$ cat src/rtl/march_pkg.sv
package march_pkg;

  localparam logic [1:0] ALG_CP  = 2'd0;
  localparam logic [1:0] ALG_RW  = 2'd1;
  localparam logic [1:0] ALG_RWR = 2'd2;

  typedef enum logic [1:0] {ST_IDLE, ST_RUN, ST_DRAIN, ST_DONE} st_e;
  typedef enum logic [1:0] {K_FILL, K_RISE, K_FALL, K_VERIFY} kind_e;

  typedef struct packed {
    logic wr;
    logic inv;
  } op_t;

  function automatic logic [2:0] final_elem(input logic [1:0] alg);
    return (alg == ALG_RW || alg == ALG_RWR) ? 3'd3 : 3'd5;
  endfunction

  function automatic kind_e elem_kind(input logic [1:0] alg, input logic [2:0] elem);
    if (elem == 3'd0)                 return K_FILL;
    else if (elem == final_elem(alg)) return K_VERIFY;
    else if (elem[0])                 return K_RISE;
    else                              return K_FALL;
  endfunction

  function automatic logic [1:0] final_step(input logic [1:0] alg, input logic [2:0] elem);
    kind_e k;
    k = elem_kind(alg, elem);
    if (k == K_FILL || k == K_VERIFY) return 2'd0;
    else if (alg == ALG_RW)           return 2'd1;
    else                              return 2'd2;
  endfunction

  function automatic logic elem_desc(input logic [1:0] alg, input logic [2:0] elem);
    kind_e k;
    k = elem_kind(alg, elem);
    if (k == K_FILL || k == K_VERIFY)      return 1'b0;
    else if (alg == ALG_RW || alg == ALG_RWR) return (k == K_FALL);
    else                                    return (elem > 3'd2);
  endfunction

  function automatic op_t op_at(input logic [1:0] alg, input logic [2:0] elem,
                                input logic [1:0] step);
    op_t o;
    o.wr  = 1'b0;
    o.inv = 1'b0;
    case (elem_kind(alg, elem))
      K_FILL:  o.wr = 1'b1;
      K_RISE:  begin o.wr = (step == 2'd1); o.inv = (step != 2'd0); end
      K_FALL:  begin o.wr = (step == 2'd1); o.inv = (step == 2'd0); end
      default: o.wr = 1'b0;
    endcase
    return o;
  endfunction

endpackage

$ cat src/rtl/march_addr_gen.sv
module march_addr_gen #(
  parameter int ROW_W = 4,
  parameter int COL_W = 3,
  localparam int AW = ROW_W + COL_W
) (
  input  logic          clk,
  input  logic          rst_n,
  input  logic          load,
  input  logic          load_desc,
  input  logic          adv,
  input  logic          desc,
  input  logic          y_fast,
  output logic [AW-1:0] addr,
  output logic          at_end
);

  logic [AW-1:0] idx;

  // walk index -> {row, col}
  function automatic logic [AW-1:0] map_addr(input logic [AW-1:0] i, input logic yf);
    if (yf) return i;
    return {i[ROW_W-1:0], i[AW-1:ROW_W]};
  endfunction

  always_ff @(posedge clk or negedge rst_n) begin
    if (!rst_n)   idx <= '0;
    else if (load) idx <= load_desc ? '1 : '0;
    else if (adv)  idx <= desc ? idx - 1'b1 : idx + 1'b1;
  end

  assign addr   = map_addr(idx, y_fast);
  assign at_end = desc ? (idx == '0) : (idx == '1);

endmodule

$ cat src/rtl/march_cmp.sv
module march_cmp #(
  parameter int AW = 7,
  parameter int DW = 16
) (
  input  logic          clk,
  input  logic          rst_n,
  input  logic          clear,
  input  logic          rd_issue,
  input  logic [DW-1:0] exp_word,
  input  logic [AW-1:0] rd_addr,
  input  logic [DW-1:0] rdata,
  output logic          mismatch,
  output logic          fail,
  output logic [AW-1:0] fail_addr
);

  logic          rd_pend;
  logic [DW-1:0] exp_q;
  logic [AW-1:0] addr_q;

  always_ff @(posedge clk or negedge rst_n) begin
    if (!rst_n) begin
      rd_pend <= 1'b0;
      exp_q   <= '0;
      addr_q  <= '0;
    end else begin
      rd_pend <= rd_issue;
      exp_q   <= exp_word;
      addr_q  <= rd_addr;
    end
  end

  assign mismatch = rd_pend && (rdata != exp_q);

  always_ff @(posedge clk or negedge rst_n) begin
    if (!rst_n) begin
      fail      <= 1'b0;
      fail_addr <= '0;
    end else if (clear) begin
      fail      <= 1'b0;
      fail_addr <= '0;
    end else if (mismatch && !fail) begin
      fail      <= 1'b1;
      fail_addr <= addr_q;
    end
  end

endmodule

$ cat src/rtl/march_engine.sv
module march_engine
  import march_pkg::*;
#(
  parameter int ROW_W  = 4,
  parameter int COL_W  = 3,
  parameter int DATA_W = 16,
  localparam int AW    = ROW_W + COL_W,
  localparam int SEED_W = 4
) (
  input  logic              clk,
  input  logic              rst_n,
  input  logic              start,
  input  logic [1:0]        algo,
  input  logic              y_fast,
  input  logic [SEED_W-1:0] seed,
  output logic              mem_en,
  output logic              mem_we,
  output logic [AW-1:0]     mem_addr,
  output logic [DATA_W-1:0] mem_wdata,
  input  logic [DATA_W-1:0] mem_rdata,
  output logic              busy,
  output logic              done,
  output logic              pass,
  output logic [AW-1:0]     fail_addr
);

  function automatic logic [DATA_W-1:0] seed_word(input logic [SEED_W-1:0] s, input logic inv);
    logic [DATA_W-1:0] w;
    for (int b = 0; b < DATA_W; b++) w[b] = s[b % SEED_W] ^ inv;
    return w;
  endfunction

  st_e               st;
  logic [1:0]        cfg_alg;
  logic              cfg_yf;
  logic [SEED_W-1:0] cfg_seed;
  logic [2:0]        elem;
  logic [1:0]        step;

  // named internal events
  logic start_ok, step_last, elem_end, run_end, cur_desc, at_end, rd_issue, mismatch, fail_q;
  op_t  cur_op;
  logic [DATA_W-1:0] cur_word;

  assign start_ok  = start && (st == ST_IDLE || st == ST_DONE);
  assign cur_op    = op_at(cfg_alg, elem, step);
  assign cur_desc  = elem_desc(cfg_alg, elem);
  assign step_last = (step == final_step(cfg_alg, elem));
  assign elem_end  = (st == ST_RUN) && step_last && at_end;
  assign run_end   = elem_end && (elem == final_elem(cfg_alg));
  assign cur_word  = seed_word(cfg_seed, cur_op.inv);
  assign rd_issue  = mem_en && !cur_op.wr;

  always_ff @(posedge clk or negedge rst_n) begin
    if (!rst_n) begin
      st       <= ST_IDLE;
      cfg_alg  <= ALG_CP;
      cfg_yf   <= 1'b0;
      cfg_seed <= '0;
      elem     <= '0;
      step     <= '0;
    end else begin
      case (st)
        ST_IDLE, ST_DONE: if (start_ok) begin
          cfg_alg  <= algo;
          cfg_yf   <= y_fast;
          cfg_seed <= seed;
          elem     <= '0;
          step     <= '0;
          st       <= ST_RUN;
        end
        ST_RUN: begin
          if (step_last) begin
            step <= '0;
            if (run_end)       st   <= ST_DRAIN;
            else if (at_end)   elem <= elem + 3'd1;
          end else begin
            step <= step + 2'd1;
          end
        end
        default: st <= ST_DONE;
      endcase
    end
  end

  march_addr_gen #(.ROW_W(ROW_W), .COL_W(COL_W)) u_addr (
    .clk       (clk),
    .rst_n     (rst_n),
    .load      (start_ok || (elem_end && !run_end)),
    .load_desc (start_ok ? 1'b0 : elem_desc(cfg_alg, elem + 3'd1)),
    .adv       ((st == ST_RUN) && step_last && !at_end),
    .desc      (cur_desc),
    .y_fast    (cfg_yf),
    .addr      (mem_addr),
    .at_end    (at_end)
  );

  march_cmp #(.AW(AW), .DW(DATA_W)) u_cmp (
    .clk       (clk),
    .rst_n     (rst_n),
    .clear     (start_ok),
    .rd_issue  (rd_issue),
    .exp_word  (cur_word),
    .rd_addr   (mem_addr),
    .rdata     (mem_rdata),
    .mismatch  (mismatch),
    .fail      (fail_q),
    .fail_addr (fail_addr)
  );

  assign mem_en    = (st == ST_RUN);
  assign mem_we    = mem_en && cur_op.wr;
  assign mem_wdata = cur_word;
  assign busy      = (st == ST_RUN) || (st == ST_DRAIN);
  assign done      = (st == ST_DONE);
  assign pass      = done && !fail_q;

endmodule

$ cat config.mk
export PLATFORM = sky130hd
export DESIGN_NAME = march_engine
export DESIGN_NICKNAME = d
export VERILOG_FILES = /design/src/rtl/march_pkg.sv /design/src/rtl/march_addr_gen.sv /design/src/rtl/march_cmp.sv /design/src/rtl/march_engine.sv
export SDC_FILE = /design/constraint.sdc
export NUM_CORES = 1
export LEC_CHECK = 0
export BUFFER_PORTS_ARGS = -buffer_cell sky130_fd_sc_hd__buf_2
export CAP_MARGIN = 30
export CORE_MARGIN = 3
export CORE_UTILIZATION = 49
export CTS_CLUSTER_SIZE = 20
export DETAILED_ROUTE_END_ITERATION = 6
export HOLD_SLACK_MARGIN = 0.02
export PLACE_DENSITY = 0.79
export SLEW_MARGIN = 10
export SYNTH_ARGS = -nofsm -noshare
export SYNTH_HDL_FRONTEND = slang
export SYNTH_SLANG_ARGS = --single-unit
$ cat constraint.sdc
create_clock -name clk -period 3.42 [get_ports clk]
set_clock_uncertainty 0.05 [all_clocks]
set_input_delay 0.513 -clock clk [delete_from_list [all_inputs] [get_ports clk]]
set_output_delay 0.513 -clock clk [all_outputs]
set_load 0.005 [all_outputs]
* Word level (Yosys, flattened, before mapping)
Index checks and enable logic that the tools add are counted.
** Operators by class
- Eq/ne operators :: 21
- Reductions and logical operators :: 38
- Order comparisons :: 2
- Bitwise logic cells :: 4
- Add/sub/neg operators :: 4
- Muxes and demuxes :: 40
** Operators with widths (count)
- two-way mux 7 bit :: 8
- two-way mux 2 bit :: 13
- != test 16 bit :: 1
- two-way mux 3 bit :: 5
- == test 2 bit, second input constant :: 7
- logical AND 1 bit :: 11
- two-way mux 1 bit :: 9
- == test 2 x 1 -> 1 bit, second input constant :: 4
- logical NOT 2 bit :: 4
- case mux 2 bit (2 select lines) :: 2
- nonzero test 2 bit :: 4
- adder 7 x 1 -> 7 bit, second input constant :: 1
- == test 7 bit, second input constant :: 1
- logical NOT 7 bit :: 1
- subtractor 7 x 1 -> 7 bit, second input constant :: 1
- == test 3 bit :: 2
- > comparator 3 x 2 -> 1 bit, second input constant :: 2
- logical NOT 3 bit :: 2
- logical OR 1 bit :: 6
- != test 2 x 1 -> 1 bit, second input constant :: 3
- case mux 3 bit (2 select lines) :: 1
- AND reduction 5 bit :: 1
- logical NOT 1 bit :: 4
- != test 2 bit, second input constant :: 2
- 8 further kinds :: 14
** Storage, ports and cells
- Bits of input ports :: 26
- Flip-flop bits (word level) :: 53
- Output and inout port bits :: 35
- Word-level logic and storage cells :: 121

* Logic depth before layout (Yosys ltp)
- Depth in word-level cells :: 17
- Mapped depth :: 17
- Gate-level depth less buffers :: 16

* Modules after synthesis
Synthesis repeated with hierarchy kept, for this count alone.
** Unflattened totals
- Cells, all modules :: 285
- Area total of the unflattened synthesis :: 3025.4 sq um
** Modules (own cells, without submodules)
- march_engine :: sequential area each 350.3 sq um, times used 1, area each 1177.4 sq um, cells an instance 127
- march_cmp :: sequential area each 800.8 sq um, times used 1, area each 1171.1 sq um, cells an instance 79
- march_addr_gen :: sequential area each 175.2 sq um, times used 1, area each 676.9 sq um, cells an instance 79

* Worst setup path before layout
No wires, ideal clock.
- Path type :: reg-to-reg
- Start point :: register cfg_alg[0]
- End point :: register elem[1]
- Required time :: 3.246 ns
- Clock period less this slack :: 3.549 ns
- Setup time :: 0.124 ns
- Stages on the path, launching flop included :: 13
- Path slack :: -0.129 ns
- Data arrival time :: 3.375 ns
- Buffers on the path :: 1
- Path through :: dfrtp_1 > ha_1 > and3b_1 > o21ai_0 > a21o_1 > ha_1 > nor4bb_1 > or3_1 > and2_1 > and3_1 > buf_6 > and3_2 > a211o_1
** On the way
- Cells in the longest elaborated chain, start to end :: 15
- Elaborated cells on any way between the ends :: 24
- Those cells by class :: eq/ne (9); mux (8); reduce/logical (7)
** Ends and longest elaborated chain
- from (decl) :: RTL line march_engine.sv:34 : logic [1:0] cfg_alg;
- from (signal assigned) :: RTL line march_engine.sv:65 : cfg_alg <= algo;
- == test 2 x 1 -> 1 bit or == test 2 bit (tied branches) :: RTL line march_pkg.sv:16, march_pkg.sv:30, march_pkg.sv:38
- logical OR 1 bit :: RTL line march_pkg.sv:16, march_pkg.sv:38
- two-way mux 3 bit :: RTL line march_pkg.sv:16 : return (alg == ALG_RW || alg == ALG_RWR) ? 3'd3 : 3'd5;
- == test 3 bit :: RTL line march_pkg.sv:21, march_engine.sv:50
- two-way mux 2 bit :: RTL line march_pkg.sv:21 : else if (elem == final_elem(alg)) return K_VERIFY;
- two-way mux 2 bit :: RTL line march_pkg.sv:20 : if (elem == 3'd0) return K_FILL;
- == test 2 bit or logical NOT 2 bit (tied branches) :: RTL line march_pkg.sv:29, march_pkg.sv:37
- logical OR 1 bit :: RTL line march_pkg.sv:29, march_pkg.sv:37
- two-way mux 2 bit :: RTL line march_pkg.sv:29 : if (k == K_FILL || k == K_VERIFY) return 2'd0;
- == test 2 bit :: RTL line march_engine.sv:48 : assign step_last = (step == final_step(cfg_alg, elem));
- logical AND 1 bit (2 in a row) :: RTL line march_engine.sv:49 : assign elem_end = (st == ST_RUN) && step_last && at_end;
- logical AND 1 bit :: RTL line march_engine.sv:50 : assign run_end = elem_end && (elem == final_elem(cfg_alg));
- != test 2 bit (no source line)
- AND reduction 5 bit (no source line) (*)
- to (signal assigned) :: RTL line march_engine.sv:76 : else if (at_end) elem <= elem + 3'd1;
- to (decl) :: RTL line march_engine.sv:37 : logic [2:0] elem;
Mark *: on every way between the ends. The rest lies on a longest branch, timed or not.
A chain may end at the register's enable or synchronous reset.

* Final worst setup path
Same ends and word-level chain as after synthesis.

==> results_tabular.tex <==
\begin{tabular}{lr}
\hline
Metric & Value \\
\hline
\multicolumn{2}{l}{\textbf{Run status}} \\
\quad Run status & finished clean \\
\multicolumn{2}{l}{\textbf{Floorplanning}} \\
\quad Floorplan die area & $\sim$6300 um2 \\
\quad Initial cell density of the core & 51.3\% \\
\quad Row count & 26 \\
\quad Vertical die dimension & 79.6 um \\
\quad Placeable core region & 5170 um2 \\
\quad Total I/O pin count & 61 \\
\quad Horiz. Die Dim & 79.6 um \\
\multicolumn{2}{l}{\textbf{Synth}} \\
\quad Post-synthesis cell type with the largest combined area & dfrtp\_1 \\
\quad Most repeated cell in the gate-level netlist after synthesis & dfrtp\_1 \\
\quad Synth Instances & 287 \\
\quad Post-synth net total & 330 \\
\quad Number of synthesized flops with an enable pin & 0 \\
\quad Primary flip-flop cell chosen by synthesis mapping & dfrtp\_1 \\
\quad Post-synth top area share & about two fifths \\
\quad Sequential element share of the synthesized area & 38.7\% \\
\quad Total standard cell area after synthesis & 2650 um2 \\
\quad Library cells used by synthesis & 50 \\
\quad Top post-synthesis cells by area & dfrtp\_1, ha\_1, nand2\_1 \\
\quad Syn. warnings & 0 \\
\quad Syn avg cell area & about 9 um2 \\
\quad Share of flip-flops with an asynchronous set or reset after synthesis & 100\% \\
\quad Top cells by instance count after synthesis & dfrtp\_1, nand2\_1, o21ai\_0, ha\_1, nor2\_1 \\
\quad Number of synthesized register bits & 41 \\
\multicolumn{2}{l}{\textbf{Placement}} \\
\quad Port Buffers & 60 \\
\quad Total half-perimeter wirelength after legalization and detailed placement & 3.99 mm \\
\quad Final GP Congestion & around 0.87 \\
\multicolumn{2}{l}{\textbf{CTS}} \\
\quad Number of buffers on the longest clock path & 2 \\
\quad Clock tree from TritonCTS & done \\
\quad Total number of H-tree levels & 2 \\
\quad Clock buffers created by TritonCTS & 5 \\
\quad Clock latency on the worst-skew pair & 0.30 ns \\
\quad Clock transition at the registers of the reported paths & $\sim$0.09 ns \\
\quad \# clock sinks & 41 \\
\quad Root buffer cell & clkbuf\_8 \\
\quad Setup repair bufs after CTS & 0 \\
\multicolumn{2}{l}{\textbf{STA}} \\
\quad Setup TNS & 0 ns \\
\quad Tightest slew margin relative to the limit & 44.8\% \\
\quad Portion of the clock cycle consumed by the worst path in the final layout & 96.6\% \\
\quad Slew at the pin closest to its max-slew limit & 0.827 ns \\
\quad Total count of max-transition violations in the final report & 0 \\
\quad Setup violators final & 0 \\
\quad Hold Vio Cnt, Final & 0 \\
\quad Worst hold slack & 0.0543 ns \\
\quad Maximum clock frequency & 303 MHz \\
\quad RSZ-0062 raised after global routing & no \\
\quad Min Tclk post-route & 3.30 ns \\
\multicolumn{2}{l}{\textbf{Global route}} \\
\quad First-pass GRT wire length & 9.38 mm \\
\quad Maximum number of pins on one net before global-route repair & between 40 and 50 \\
\quad Antenna violations before repair & 0 \\
\quad Total track usage & 18.5\% \\
\quad Gr ovfl total & 0 \\
\quad Number of global-route vias before repair & 2,020 \\
\multicolumn{2}{l}{\textbf{Final layout}} \\
\quad Area delta synth->final & 17.9\% \\
\quad Filler instances & 435 \\
\quad Fraction of final layout cells with drive strength greater than 1 & 29.9\% \\
\quad Final Net Count & roughly 380 \\
\quad Inserted Diodes & 0 \\
\multicolumn{2}{l}{\textbf{Power and ir drop}} \\
\quad Power density relative to cell area & 689 nW/um2 \\
\quad Leakage power total & 1.58 nW \\
\quad Peak supply drop & roughly 0.31 mV \\
\multicolumn{2}{l}{\textbf{Critical path}} \\
\quad Classification of the worst setup path & flip-flop to flip-flop \\
\quad Largest driver fanout on the critical path & 11 \\
\quad Startpoint type of the worst setup path & flip-flop \\
\quad R2R depth & 11 \\
\quad Kind of capture point of the worst setup path & flip-flop \\
\quad Crit path required time & 3.56 ns \\
\quad Reg2reg end & elem[1] \\
\quad Critical Path AT & 3.44 ns \\
\quad Beginning of the worst register-to-register path & cfg\_alg[0] \\
\quad R2r setup slk & roughly 0.12 ns \\
\multicolumn{2}{l}{\textbf{Drt}} \\
\quad Avg Vias per Cell & 5.43 \\
\quad Total routed wirelength & 5.60 mm \\
\quad Antenna Nets Post-Route & 0 \\
\quad Initial detailed-routing violation count & roughly 100 \\
\quad Routed vias & 2,201 \\
\quad \# DRC & 0 \\
\quad Number of optimization iterations in the first detailed-route pass & 4 \\
\quad Routed length per placed instance & 13.8 um \\
\multicolumn{2}{l}{\textbf{Job}} \\
\quad Number of max-cap violations & 0 \\
\multicolumn{2}{l}{\textbf{Min path}} \\
\quad Path category of the worst min-delay check & input pin to async pin \\
\hline
\end{tabular}
-- area by class of cell --
type / count / area, um2 / share of cell area, %
Multi-Input combinational cell: 205 / 1460 / 46.6
Timing Repair Buffer: 67 / 365 / 11.7
Tap cell: 70 / 87.6 / 2.80
Inverter: 14 / 52.6 / 1.68
Clock buffer: 5 / 68.8 / 2.20
Clock inverter: 3 / 68.8 / 2.20
Sequential cell: 41 / 1030 / 32.9
-- kinds of logic after synthesis --
family	count (synthesis)	synth area share, %
XOR/XNOR	6	1.98
multiplexers	20	8.45
AO/OA/AOI/OAI	55	13.8
flip-flops	41	38.7
AND/OR/NAND/NOR	107	21.0
adder cells (fa/ha/maj)	17	8.02
buffers and inverters	41	8.12
-- worst max-delay path by stage --
stage / start / end / slack [ns]
2_1_floorplan: cfg_alg[0] / elem[1] / 0.05
3_3_place_gp: cfg_alg[0] / elem[1] / 0.11
3_5_place_dp: cfg_alg[0] / elem[1] / 0.01
4_1_cts: cfg_alg[0] / elem[1] / 0.02
5_1_grt: cfg_alg[1] / elem[1] / 0.002
6_report: cfg_alg[0] / elem[1] / 0.12
-- timing repair --
item / 4_1_cts / 5_1_grt
resized for setup: 1 / 10
endpoints found under the setup margin: 2 / 24
hold buffers: 0 / 0
-- through the flow --
stage	std cells	utilization (%)	setup slack (ns)	area (um2)	power, mW
5_1_grt	405	60.4	0.00206	3130	2.33
6_report	405	60.4	0.117	3130	2.15
2_1_floorplan	287	-	0.0472	2650	1.42
3_3_place_gp	396	56.6	0.113	2930	1.62
4_1_cts	404	59.3	0.0180	3070	2.13
3_5_place_dp	396	56.6	0.0104	2930	1.64
-- state kept, by name, indices dropped and copies added, names as in the netlist, 2 cells and up --
signal,cells
u_addr.idx,7
u_cmp.fail_addr,7
step,2
cfg_seed,4
cfg_alg,2
st,2
u_cmp.addr_q,7
elem,3
u_cmp.exp_q,4
-- critical path, cell delays in order, from the launching register on --
cell,delay (ns)
dfrtp_1,0.42
ha_4,0.28
nor3b_1,0.22
o21ai_1,0.10
a21o_1,0.21
ha_1,0.34
nor4bb_1,0.16
or3_4,0.43
and2_1,0.20
and3_2,0.29
and3_2,0.23
a211o_1,0.26
-- per-layer routing --
| metal | vias to the layer above | wire length, um | global-route usage (%) | share of wire (%) |
|---|---|---|---|---|
| li1 | 1097 | - | - | - |
| met1 | 1035 | 2640 | 25.4 | 47 |
| met2 | 61 | 2540 | 29.0 | 45 |
| met3 | 8 | 344 | 3.95 | 6.1 |
| met4 | 0 | 82 | 5.84 | 1.5 |
| met5 | - | 0 | 0 | 0 |
-- power breakdown --
group          internal, mW  switching, mW
Sequential            0.609          0.125
Clock                 0.294          0.184
Combinational         0.421          0.521
-- layout by cell type, fill, tap and decap left out, types with 2 or more instances in the layout --
cell / instances
a22o_1: 6
nand2_1: 38
and3_1: 2
xnor2_1: 6
nor4_1: 5
mux2i_2: 2
nor2b_1: 4
mux2_2: 8
inv_1: 13
a31oi_1: 4
ha_1: 15
o21ai_1: 5
nor2_1: 14
nand4_1: 3
mux2i_1: 8
o21a_1: 2
a21o_1: 3
and2_1: 4
dfrtp_1: 40
nand3_1: 12
a21oi_1: 8
clkbuf_8: 5
and4_1: 4
buf_2: 60
o41ai_1: 3
and3_2: 4
buf_4: 6
bufinv_16: 2
o21ai_0: 15
nand2b_1: 3
nor3_1: 4
No activity file was read; power rests on OpenSTA's default activity.
